$ cat src/rtl/csel_pkg.sv
package csel_pkg;
  typedef enum logic [1:0] {
    XF_PASS = 2'd0,
    XF_INC  = 2'd1,
    XF_INV  = 2'd2,
    XF_NEG  = 2'd3
  } xform_e;

  localparam int unsigned IDX_W   = 4;
  localparam int unsigned COND_W  = 4;
  localparam int unsigned FLAG_W  = 4;
  localparam int unsigned HDR_W   = 12;
  localparam logic [HDR_W-1:0] HDR_CODE = 12'hEA5;
  localparam logic [1:0]  MID_CODE = 2'b10;
  localparam logic [IDX_W-1:0] IDX_SP   = 4'd13;
  localparam logic [IDX_W-1:0] IDX_ZERO = 4'd15;
  localparam logic [COND_W-1:0] COND_FIRST_RSVD = 4'd14;

  // flag bit positions inside the {N,Z,C,V} vector
  localparam int unsigned FLG_N = 3;
  localparam int unsigned FLG_Z = 2;
  localparam int unsigned FLG_C = 1;
  localparam int unsigned FLG_V = 0;

  typedef struct packed {
    logic              match;
    logic              rsvd;
    logic [IDX_W-1:0]  rn;
    logic [IDX_W-1:0]  rd;
    logic [IDX_W-1:0]  rm;
    logic [COND_W-1:0] cond;
    xform_e            op;
  } csel_dec_t;
endpackage

$ cat src/rtl/csel_decode.sv
module csel_decode
  import csel_pkg::*;
#(
  parameter int unsigned INSN_W = 32
) (
  input  logic [INSN_W-1:0] insn,
  output csel_dec_t         dec
);
  localparam int unsigned RN_LO   = INSN_W - HDR_W - IDX_W;
  localparam int unsigned MID_LO  = RN_LO - 2;
  localparam int unsigned OP_LO   = MID_LO - 2;
  localparam int unsigned RD_LO   = OP_LO - IDX_W;
  localparam int unsigned COND_LO = RD_LO - COND_W;
  localparam int unsigned RM_LO   = COND_LO - IDX_W;

  always_comb begin
    dec.rn   = insn[RN_LO +: IDX_W];
    dec.op   = xform_e'(insn[OP_LO +: 2]);
    dec.rd   = insn[RD_LO +: IDX_W];
    dec.cond = insn[COND_LO +: COND_W];
    dec.rm   = insn[RM_LO +: IDX_W];
    dec.match = (insn[INSN_W-1 -: HDR_W] == HDR_CODE) &&
                (insn[MID_LO +: 2] == MID_CODE);
    // combinations the instruction leaves undefined
    dec.rsvd = (dec.rd == IDX_SP) || (dec.rd == IDX_ZERO) ||
               (dec.rn == IDX_SP) || (dec.cond >= COND_FIRST_RSVD);
  end
endmodule

$ cat src/rtl/csel_cond_eval.sv
module csel_cond_eval
  import csel_pkg::*;
(
  input  logic [COND_W-1:0] cond,
  input  logic [FLAG_W-1:0] flags,
  output logic              holds
);
  logic n, z, c, v, base;

  always_comb begin
    n = flags[FLG_N];
    z = flags[FLG_Z];
    c = flags[FLG_C];
    v = flags[FLG_V];
    // the upper three bits pick a test, the low bit inverts it
    unique case (cond[3:1])
      3'd0:    base = z;
      3'd1:    base = c;
      3'd2:    base = n;
      3'd3:    base = v;
      3'd4:    base = c & ~z;
      3'd5:    base = (n == v);
      3'd6:    base = ~z & (n == v);
      default: base = 1'b1;
    endcase
    holds = base ^ cond[0];
  end
endmodule

$ cat src/rtl/csel_operand.sv
module csel_operand
  import csel_pkg::*;
#(
  parameter int unsigned DATA_W = 32
) (
  input  logic [IDX_W-1:0]  idx,
  input  logic [DATA_W-1:0] val,
  input  xform_e            op,
  output logic [DATA_W-1:0] shaped
);
  logic [DATA_W-1:0] base;

  always_comb begin
    base = (idx == IDX_ZERO) ? '0 : val;
    unique case (op)
      XF_PASS: shaped = base;
      XF_INC:  shaped = base + DATA_W'(1);
      XF_INV:  shaped = ~base;
      default: shaped = (~base) + DATA_W'(1);
    endcase
  end
endmodule

$ cat src/rtl/csel_unit.sv
module csel_unit
  import csel_pkg::*;
#(
  parameter int unsigned DATA_W  = 32,
  parameter int unsigned INSN_W  = 32,
  parameter bit          OUT_REG = 1'b1
) (
  input  logic              clk,
  input  logic              rst_n,
  input  logic              in_valid,
  output logic              in_ready,
  input  logic [INSN_W-1:0] in_insn,
  input  logic [DATA_W-1:0] in_rn_val,
  input  logic [DATA_W-1:0] in_rm_val,
  input  logic [FLAG_W-1:0] in_flags,
  output logic              out_valid,
  input  logic              out_ready,
  output logic [DATA_W-1:0] out_result,
  output logic [IDX_W-1:0]  out_rd,
  output logic              out_wr_en,
  output logic              out_undef,
  output logic              out_nomatch
);
  csel_dec_t         dec;
  logic              cond_ok;
  logic [DATA_W-1:0] rn_shaped, rm_shaped;
  logic              nxt_nm, nxt_ud, nxt_wr;
  logic [DATA_W-1:0] nxt_res;

  csel_decode #(.INSN_W(INSN_W)) u_dec (.insn(in_insn), .dec(dec));

  csel_cond_eval u_cond (.cond(dec.cond), .flags(in_flags), .holds(cond_ok));

  csel_operand #(.DATA_W(DATA_W)) u_rn (
    .idx(dec.rn), .val(in_rn_val), .op(XF_PASS), .shaped(rn_shaped)
  );
  csel_operand #(.DATA_W(DATA_W)) u_rm (
    .idx(dec.rm), .val(in_rm_val), .op(dec.op), .shaped(rm_shaped)
  );

  // outcome priority: foreign encoding, then reserved, then write
  always_comb begin
    nxt_nm  = ~dec.match | (dec.rm == IDX_SP);
    nxt_ud  = ~nxt_nm & dec.rsvd;
    nxt_wr  = ~nxt_nm & ~dec.rsvd;
    nxt_res = nxt_wr ? (cond_ok ? rn_shaped : rm_shaped) : '0;
  end

  generate
    if (OUT_REG) begin : g_reg
      logic              v_q;
      logic [DATA_W-1:0] res_q;
      logic [IDX_W-1:0]  rd_q;
      logic              wr_q, ud_q, nm_q;

      assign in_ready = ~v_q | out_ready;

      always_ff @(posedge clk or negedge rst_n) begin
        if (!rst_n) begin
          v_q   <= 1'b0;
          res_q <= '0;
          rd_q  <= '0;
          wr_q  <= 1'b0;
          ud_q  <= 1'b0;
          nm_q  <= 1'b0;
        end else if (in_ready) begin
          v_q <= in_valid;
          if (in_valid) begin
            res_q <= nxt_res;
            rd_q  <= dec.rd;
            wr_q  <= nxt_wr;
            ud_q  <= nxt_ud;
            nm_q  <= nxt_nm;
          end
        end
      end

      assign out_valid   = v_q;
      assign out_result  = res_q;
      assign out_rd      = rd_q;
      assign out_wr_en   = wr_q;
      assign out_undef   = ud_q;
      assign out_nomatch = nm_q;

      assert_accept_R8: assert property (@(posedge clk) disable iff (!rst_n)
        (in_valid && in_ready) |=> out_valid);

      assert_hold_R9: assert property (@(posedge clk) disable iff (!rst_n)
        (out_valid && !out_ready) |=> (out_valid && $stable(out_result) &&
          $stable(out_rd) && $stable(out_wr_en) && $stable(out_undef) &&
          $stable(out_nomatch)));
    end else begin : g_pass
      assign in_ready    = out_ready;
      assign out_valid   = in_valid;
      assign out_result  = nxt_res;
      assign out_rd      = dec.rd;
      assign out_wr_en   = nxt_wr;
      assign out_undef   = nxt_ud;
      assign out_nomatch = nxt_nm;
    end
  endgenerate

  assert_excl_R11: assert property (@(posedge clk) disable iff (!rst_n)
    out_valid |-> $onehot0({out_wr_en, out_undef, out_nomatch}));

  assert_zero_R11: assert property (@(posedge clk) disable iff (!rst_n)
    (out_valid && !out_wr_en) |-> (out_result == '0));

  assert_wr_legal_R3: assert property (@(posedge clk) disable iff (!rst_n)
    (out_valid && out_wr_en) |-> (out_rd != IDX_SP && out_rd != IDX_ZERO));
endmodule

$ cat config.mk
export PLATFORM = sky130hd
export DESIGN_NAME = csel_unit
export DESIGN_NICKNAME = d
export VERILOG_FILES = /design/src/rtl/csel_pkg.sv /design/src/rtl/csel_decode.sv /design/src/rtl/csel_cond_eval.sv /design/src/rtl/csel_operand.sv /design/src/rtl/csel_unit.sv
export SDC_FILE = /design/constraint.sdc
export NUM_CORES = 1
export LEC_CHECK = 0
export ABC_AREA = 0
export CAP_MARGIN = 10
export CORE_MARGIN = 3
export CORE_UTILIZATION = 36
export CTS_CLUSTER_DIAMETER = 50
export DETAILED_ROUTE_END_ITERATION = 16
export GPL_TIMING_DRIVEN = 0
export PLACE_DENSITY = 0.68
export REMOVE_ABC_BUFFERS = 1
export SLEW_MARGIN = 20
export SYNTH_ARGS = -nofsm -noshare
export SYNTH_HDL_FRONTEND = slang
export SYNTH_SLANG_ARGS = --single-unit
$ cat constraint.sdc
create_clock -name clk -period 3.2 [get_ports clk]
set_clock_uncertainty 0.2 [all_clocks]
set_input_delay 0.32 -clock clk [delete_from_list [all_inputs] [get_ports clk]]
set_output_delay 0.32 -clock clk [all_outputs]
set_load 0.01 [all_outputs]
Word level (Yosys, flattened, before mapping) --
Cells that the tools add are included.
Word-level totals: flip-flop bits (word level) 40, input bits 104, output and inout port bits 41, logic and storage cells 52
Cells by class: order comparisons 1, mux-type cells 6, reductions and logical operators 7, bitwise logic cells 13, equality and inequality tests 17, add/sub/neg operators 2
Operators by type and width (number):
- 2-to-1 mux 32 bit | 4
- case mux 32 bit (3 select lines) | 1
- adder 32 x 1 -> 32 bit (second input constant) | 2
- NOT 32 bit | 1
- equality test 4 bit (second input constant) | 6
- equality test 12 bit (second input constant) | 1
- equality test 3 bit (second input constant) | 3
- case mux 1 bit (7 select lines) | 1
- equality test 3 x 2 -> 1 bit (second input constant) | 2
- NOT 1 bit | 5
- AND 1 bit | 4
- equality test 2 bit (second input constant) | 2
- >= comparator 4 bit (second input constant) | 1
- equality test 3 x 1 -> 1 bit (second input constant) | 1
- logical NOT 3 bit | 1
- logical OR 1 bit | 3
- equality test 2 x 1 -> 1 bit (second input constant) | 1
- logical NOT 2 bit | 1
- OR 1 bit | 2
- AND reduction 2 bit | 1
- equality test 1 bit | 1
- logical AND 1 bit | 1
- bitwise XOR 1 bit | 1

Longest topological paths before layout --
Gate-level depths: netlist (run 1).
depth after elaboration 7, depth in mapped cells 14, depth with buffers taken out 10

Cells and area by module --
From an unflattened synthesis (run 1), not the netlist that was laid out.
Unflattened totals: cells, all modules 760, area, all modules 5974.5 sq um
Modules (own cells, without submodules):
- csel_operand | cells each 276, sequential area each 0.0 sq um, times used 2, area each 1687.9 sq um
- csel_unit | cells each 171, sequential area each 1001.0 sq um, times used 1, area each 2304.7 sq um
- csel_decode | cells each 27, sequential area each 0.0 sq um, times used 1, area each 205.2 sq um
- csel_cond_eval | cells each 10, sequential area each 0.0 sq um, times used 1, area each 88.8 sq um

Least setup slack after synthesis (run 1) --
No wires, ideal clock.
path type input to register, start input in_insn[12], end register g_reg.res_q[28], in the netlist out_result[28], slack -0.904 ns, path buffers 5, arrival time 3.809 ns, library setup time 0.095 ns, cell stages on the path 14, data required time 2.905 ns, cell sequence buf_4 -> nand2b_4 -> clkbuf_1 -> clkbuf_1 -> clkbuf_1 -> buf_1 -> xnor2_1 -> ha_1 -> nand4_1 -> or4_4 -> a222oi_1 -> and4_1 -> a21oi_1 -> o31ai_1
Between the ends: longest elaborated chain between the ends 4, elaborated cells between the ends (all ways) 6, classes of those cells 2 x eq/ne; 3 x mux; 1 x reduce/logical
Ends and longest elaborated chain:
- from (decl) | RTL line csel_unit.sv:12 | input logic [INSN_W-1:0] in_insn,
- equality test 2 bit (tied with other cells) | RTL line csel_operand.sv:15 | unique case (op)
- case mux 32 bit (3 select lines) * | RTL line csel_operand.sv:15
- 2-to-1 mux 32 bit * (2 in a row) | RTL line csel_unit.sv:46 | nxt_res = nxt_wr ? (cond_ok ? rn_shaped : rm_shaped) : '0;
- to (signal assigned) | RTL line csel_unit.sv:69 | res_q <= nxt_res;
- to (decl) | RTL line csel_unit.sv:52 | logic [DATA_W-1:0] res_q;
Mark *: on every way between the ends. The rest lies on a longest branch, timed or not. A chain may end at the register's enable or synchronous reset.

Worst setup path after layout (run 1) --
start input in_insn[5], end register g_reg.res_q[25], in the netlist out_result[25]
Between the ends: longest elaborated chain between the ends 5, elaborated cells between the ends (all ways) 15, classes of those cells 1 x order compare; 6 x eq/ne; 3 x mux; 3 x bitwise; 2 x reduce/logical
Ends and longest elaborated chain:
- equality test 3 bit (tied with other cells) | RTL line csel_cond_eval.sv:16 | unique case (cond[3:1])
- case mux 1 bit (7 select lines) or logical OR 1 bit (tied branches) | RTL line csel_cond_eval.sv:16, csel_decode.sv:26
- bitwise XOR 1 bit or NOT 1 bit (tied branches) | RTL line csel_cond_eval.sv:26, csel_unit.sv:45
- 2-to-1 mux 32 bit or AND 1 bit (tied branches) | RTL line csel_unit.sv:46, csel_unit.sv:45
- 2-to-1 mux 32 bit * | RTL line csel_unit.sv:46
Marks and branches as above.

==> key figures, run 1 <==
Critical path
  • Worst EP required: 3.22 ns
  • Register-to-Register Path Depth: 6
  • Buf+Inv Stages, Crit Path: 1
  • CP peak stage delay: 0.71 ns
  • Crit path launch type: primary input
  • Critical path depth: 7
  • Worst reg-to-reg setup slack: 0.58 ns
  • CP startpoint: in_insn[5]
  • Critical path arrival: 3.14 ns
  • CP Capture Type: flop
  • Crit path max fanout: 9
  • Crit path capture: out_result[25]
  • Setup CP Type: in -> reg
  • Worst path cell trace: clkdlybuf4s50_1, or4b_1, and3_1, a32o_2, nor3_1, o311ai_0, nand3_1
  • CP top delay family: simple AND/OR/NAND/NOR gates
  • Reg-to-Reg Start: out_valid
  • Critical-path top delay cell: nor3_1
  • Reg2Reg Capture Point: out_result[25]

STA
  • Setup TNS: 0 ns
  • # setup viols final: 0
  • FMAX: 320.2 MHz
  • Slew Viols, Final: 0
  • Min Tclk post-route: 3.123 ns
  • Worst slew margin: 43.25%
  • Fin crit share: 97.61%
  • Hold slack: 0.2777 ns
  • Final hold violations: 0
  • Worst Tran Pin Value: 0.8447 ns
  • RSZ-0062 raised after global routing: yes

CTS
  • CTS H-Tree Depth: 2
  • Total CTS buffers: 5
  • Root Buffer: clkbuf_8
  • Clk_lat worst skew: about 0.28 ns
  • CTS sink cnt: 40
  • Clock slew at reported path FFs: 0.07 ns
  • CTS tree: done
  • Clk buf depth: 2

Synthesis
  • Distinct cells, synth: 58
  • Post-Synth Simple-Gate Area: 25.56%
  • Top FF cell, synth: dfrtp_1
  • Post-synth ARST share: 100.0%
  • Adder-cell share of the synthesized area: 0.3435%
  • Compound-gate portion of the synthesized area: 25.35%
  • Xor-xnor portion of the synthesized cell area: 13.47%
  • Sequential area share after synthesis: 27.48%
  • Largest family of logic cells by synthesized area: simple AND/OR/NAND/NOR gates
  • Warnings from Yosys: 0
  • Synth Instances: 456
  • Post-synthesis mux area share: roughly 2.9%
  • Post-synth EDFFs: 0
  • Mean post-synth cell area: 7.987 um^2
  • #FFs+latches synth: 40
  • Mapped cell area: 0.003642 mm^2

Power
  • Maximum VDD drop: ~160 uV
  • Pwr/cell area: 256.0 mW/mm^2
  • Net switching power: 418.5 uW
  • Internal: about 1000 uW
  • Sw Ratio: just under 30%
  • Leakage: 2.133 nW
  • Logic pwr share: 34.0%
  • Total power draw: 1.414 mW
  • Clock power share: between 20% and 30%
  • Sequential share of power: 36.5%

Place
  • Final HPWL DP: 9260 um
  • Gpl congestion: 0.8865
  • IO Port Bufs: 144
  • Placed Instances: 701

Floorplan
  • Core ar.: a little under 0.01 mm^2
  • Initial Utilization: a little under two fifths
  • Io pins: 145
  • Die width: approximately 110 um
  • Die Y-Extent: 106.6 um
  • DIE AREA: 0.01136 mm^2
  • Row cnt: 36

Drt
  • Highest metal used: met4
  • Wire per inst: 17.70 um
  • Vias: 4283
  • DRC Markers: 0
  • ANT nets after route: 0
  • Via density: roughly 6
  • Met3 wire length: 918 um
  • Starting DRT DRC Count: between 300 and 400
  • M1 wire length: approximately 5600 um
  • First-pass DRT Iterations: 5
  • Final WL: roughly 13000 um
  • Met2 WL: 6183 um

Global route
  • Congestion Overflow GR: 0
  • Initial antenna violation count: 0
  • Largest net degree at the start of global routing: 39
  • Global-route wire length before repair: ~21000 um
  • Vias in the first global route: 4147
  • Total Routing Usage GR: 22.06%

Flow run
  • Max Cap Viol: 0

Finish
  • Layout cells sized above 1: 10.02%
  • Diodes inserted: 0
  • Layout area overhead: 51.60%
  • Final core utilization: 56.23%
  • Fin cells: 732
  • Nets: 703

Worst hold path
  • Worst min-delay path category: reg -> reg

Run status
  • Status: finished, final reports clean
cell families (layout without fill, tap and decap cells):
family,Yosys count,after routing
compound gates,135,135
xor+xnor,56,56
fa+ha+maj,1,1
buf+inv,43,183
flops,40,40
mux,10,10
simple gates,171,174
per-stage QoR:
step                      setup WS, ns  area, um^2
after floorplan                 -1.131        3482
after global placement          -2.912        5090
after detailed placement        -1.550        5165
after CTS                      0.03903        5448
after global routing          -0.01724        5522
final                          0.07653        5522
cell usage after synthesis, types with 3 or more instances:
cell / n / area share (%)
o31ai_1: 5 / 1.0
nand3_1: 23 / 3.2
a22o_1: 4 / 0.96
clkbuf_1: 25 / 2.6
nor3_1: 12 / 1.6
a32o_1: 7 / 1.9
o41ai_1: 4 / 0.96
o211ai_1: 3 / 0.62
o211a_1: 3 / 0.82
xnor2_1: 46 / 11
nand2_1: 57 / 5.9
a222oi_1: 3 / 0.82
and4_1: 5 / 1.2
dfrtp_1: 40 / 27
and3_1: 10 / 1.7
or4_1: 11 / 2.3
a31oi_1: 5 / 0.86
nor2_1: 8 / 0.82
nand4_1: 12 / 2.1
mux2i_1: 6 / 1.6
xor2_1: 10 / 2.4
nor4_1: 12 / 2.1
inv_1: 5 / 0.52
buf_1: 6 / 0.62
nor2b_1: 3 / 0.52
buf_2: 3 / 0.41
a22oi_1: 30 / 6.2
a21oi_1: 12 / 1.6
mux2_2: 4 / 1.2
o21ai_0: 45 / 6.2
placed cells by master (no fill, tap or decap), drive strengths merged, types with 10 or more instances in the layout:
master / count
clkdlybuf4s50: 137
nand2: 57
o21ai: 47
xnor2: 46
dfrtp: 40
a22oi: 30
buf: 26
nand3: 23
nand4: 12
nor3: 12
nor4: 12
or4: 12
a21oi: 12
and3: 10
xor2: 10
registers in the layout, summed over array words and instances, names as in the netlist:
| signal | cells |
|---|---|
| out_nomatch | 1 |
| out_rd | 4 |
| out_wr_en | 1 |
| out_undef | 1 |
| out_valid | 1 |
| out_result | 32 |
cell type report:
class,count,area [um^2]
inverter,5,18.77
clock buffer,6,72.57
sequential,40,1001
tap,133,166.4
clock inverter,2,35.03
multi-input combinational,376,2541
fill,941,4298
timing repair buffer,170,1687
per-layer routing:
layer	vias up	global-route usage, %
li1	2027	-
met1	2031	29.48
met2	198	36.69
met3	27	3.131
met4	0	7.306
met5	-	0
power by group through the flow:
| stage | registers [mW] | clock network, mW | logic, mW |
|---|---|---|---|
| after floorplan | 0.531 | 0 | 0.199 |
| after global placement | 0.527 | 0 | 0.440 |
| after detailed placement | 0.527 | 0 | 0.456 |
| after CTS | 0.517 | 0.434 | 0.469 |
| after global routing | 0.518 | 0.446 | 0.524 |
| final | 0.517 | 0.416 | 0.481 |
worst register-to-register path, cell delays in order (launching register included):
cell	delay [ns]
dfrtp_1	0.38
nand2b_1	0.17
and4_1	0.28
nand3_1	0.28
nor3_1	0.79
o311ai_0	0.29
nand3_1	0.16
timing repair:
| action | CTS | global route |
|---|---|---|
| gates cloned | 2 | 2 |
| hold endpoints to repair | 14 | 0 |
| pin swaps | 6 | 2 |
| endpoints found under the setup margin | 28 | 27 |
| hold buffers | 1 | 0 |
| setup buffers | 16 | 2 |
| resized for setup | 19 | 5 |
how the worst min path moves through the flow:
stage | to | slack [ns] | start | depth (start not counted)
6_report | out_wr_en | 0.28 | out_wr_en | 2
5_1_grt | out_wr_en | 0.30 | out_wr_en | 2
4_1_cts | out_result[22] | 0.28 | rst_n | 2
3_5_place_dp | out_result[24] | 0.07 | rst_n | 1
3_3_place_gp | out_wr_en | 0.26 | out_wr_en | 2
2_1_floorplan | out_nomatch | -0.18 | rst_n | 0
Note: power is estimated with default switching activity, not from simulation.
==> run 2: changes to the inputs <==
==> constraint.sdc (replaced) <==
create_clock -name clk -period 3.2 [get_ports clk]
set_clock_uncertainty 0.2 [all_clocks]
set_input_delay 0.64 -clock clk [delete_from_list [all_inputs] [get_ports clk]]
set_output_delay 0.64 -clock clk [all_outputs]
set_load 0.02 [all_outputs]
==> run 2 against run 1 <==
Against the previous run: non-clock buffer count rose by 10; total power rose by 2.4%; worst setup slack got worse by 0.0046 ns; cell count rose by 1.4%; largest cell class unchanged; highest routed layer unchanged.
==> key figures, run 2 (synthesized netlist as in run 1, its figures left out) <==
Finish
  • Layout cells sized above 1: roughly 15%
  • Diodes inserted: 0
  • Fin cells: about 740
  • Most frequent cells in the layout: clkdlybuf4s50_1, nand2_1, o21ai_0, xnor2_1, dfrtp_1
  • Final instance area: 0.005722 mm^2
  • Layout area overhead: 57.09%
  • Filler cells: around 930
  • Largest register FFs: 32
  • Nets: ~700
  • Most common cell after layout, fill and taps aside: clkdlybuf4s50_1

Floorplan
  • Row cnt: 36
  • Initial Utilization: 37.09%
  • Io pins: between 100 and 150
  • DIE AREA: 0.01136 mm^2
  • Core ar.: 0.009819 mm^2
  • Die Y-Extent: 106.6 um
  • Die width: 106.6 um

Critical path
  • Crit path max fanout: 5
  • Critical path arrival: 3.16 ns
  • Worst EP required: 3.23 ns
  • CP startpoint: in_flags[1]
  • Reg-to-Reg Start: out_valid
  • CP top delay family: simple AND/OR/NAND/NOR gates
  • Crit path launch type: primary input
  • CP peak stage delay: 0.53 ns
  • Setup CP Type: in -> reg
  • Worst path cell trace: clkdlybuf4s50_1, or4b_4, and3_4, a32o_2, or3_4, or4_1, nand3_1
  • CP Capture Type: flop
  • Buf+Inv Stages, Crit Path: 1
  • Critical-path top delay cell: or4_1

Drt
  • Starting DRT DRC Count: 255
  • First-pass DRT Iterations: 7
  • ANT nets after route: 0
  • Via density: about 5.8
  • Final WL: 13440 um
  • DRC Markers: 0
  • Wire per inst: 18.11 um
  • Vias: around 4300

CTS
  • Cts hold-fix bufs: 0
  • Clk buf depth: 2
  • Total CTS buffers: 5
  • CTS tree: done
  • Root Buffer: clkbuf_8
  • Clk_lat worst skew: 0.28 ns
  • CTS H-Tree Depth: 2
  • CTS sink cnt: 40
  • Clock slew at reported path FFs: 0.09 ns

STA
  • # setup viols final: 0
  • FMAX: approximately 320 MHz
  • Final hold violations: 0
  • Fin crit share: 97.75%
  • Slew Viols, Final: 0
  • RSZ-0062 raised after global routing: yes
  • Worst slew margin: 44.11%
  • Hold slack: 0.06101 ns
  • Worst Tran Pin Value: between 0.8 and 0.9 ns
  • Min Tclk post-route: 3.128 ns

Global route
  • Largest net degree at the start of global routing: 39
  • Global-route wire length before repair: 21580 um
  • Congestion Overflow GR: 0
  • Initial antenna violation count: 0
  • Vias in the first global route: 4281
  • Total Routing Usage GR: 23.16%

Power
  • Total power draw: 1.447 mW
  • Maximum VDD drop: ~160 uV
  • Leakage: 2.264 nW
  • Pwr/cell area: 252.9 mW/mm^2

Place
  • Placed Instances: around 700
  • IO Port Bufs: 144
  • Final HPWL DP: approximately 9300 um
  • Placed cell areas: 0.005165 mm^2
  • Gpl congestion: 0.8865

Run status
  • Status: finished, final reports clean

Flow run
  • Max Cap Viol: 0

Worst hold path
  • Worst min-delay path category: in -> async
## run 2: report_power, final
| part | internal (mW) | switching [mW] | leakage, nW |
|---|---|---|---|
| Clock | 0.232 | 0.183 | 0.0552 |
| Combinational | 0.268 | 0.247 | 1.67 |
| Sequential | 0.513 | 0.00333 | 0.542 |
## run 2: what timing repair did
action	CTS	global route
setup buffers	27	5
gates cloned	4	1
setup endpoints to repair	29	26
pin swaps	14	9
gates resized for setup	54	15
## run 2: path summary, 6_finish.rpt
check,slack [ns],endpoint,depth (start not counted)
min in group clk,0.28,out_wr_en,2
min,0.06,out_result[22],1
min reg2reg,0.28,out_wr_en,2
max in group asynchronous,2.26,out_result[25],2
max,0.07,out_result[21],7
max reg2reg,0.73,out_result[29],6
## run 2: metrics by stage
step	setup TNS [ns]	setup WS, ns	util, %
floorplan	-17.52	-1.451	-
global placement	-72.93	-3.232	51.83
detailed placement	-32.86	-1.870	52.60
CTS	0	0.0005280	57.28
global route	-0.02553	-0.02553	58.27
finish	0	0.07195	58.27
## run 2: per-layer routing
metal / vias to the layer above / global-route usage (%) / share of wire, %
met1: 2020 / 30.60 / 41
met4: 0 / 7.671 / 2.8
met2: 223 / 39.21 / 48
li1: 2048 / - / -
met5: - / 0 / 0
met3: 32 / 2.950 / 7.8
## run 2: cell type report
| class | count | area (um^2) | area share, % |
|---|---|---|---|
| clock buffer | 6 | 72.57 | 1.268 |
| clock inverter | 2 | 35.03 | 0.6123 |
| inverter | 5 | 18.77 | 0.3280 |
| multi-input combinational | 376 | 2636 | 46.07 |
| sequential | 40 | 1001 | 17.49 |
| tap | 133 | 166.4 | 2.908 |
| timing repair buffer | 180 | 1792 | 31.31 |
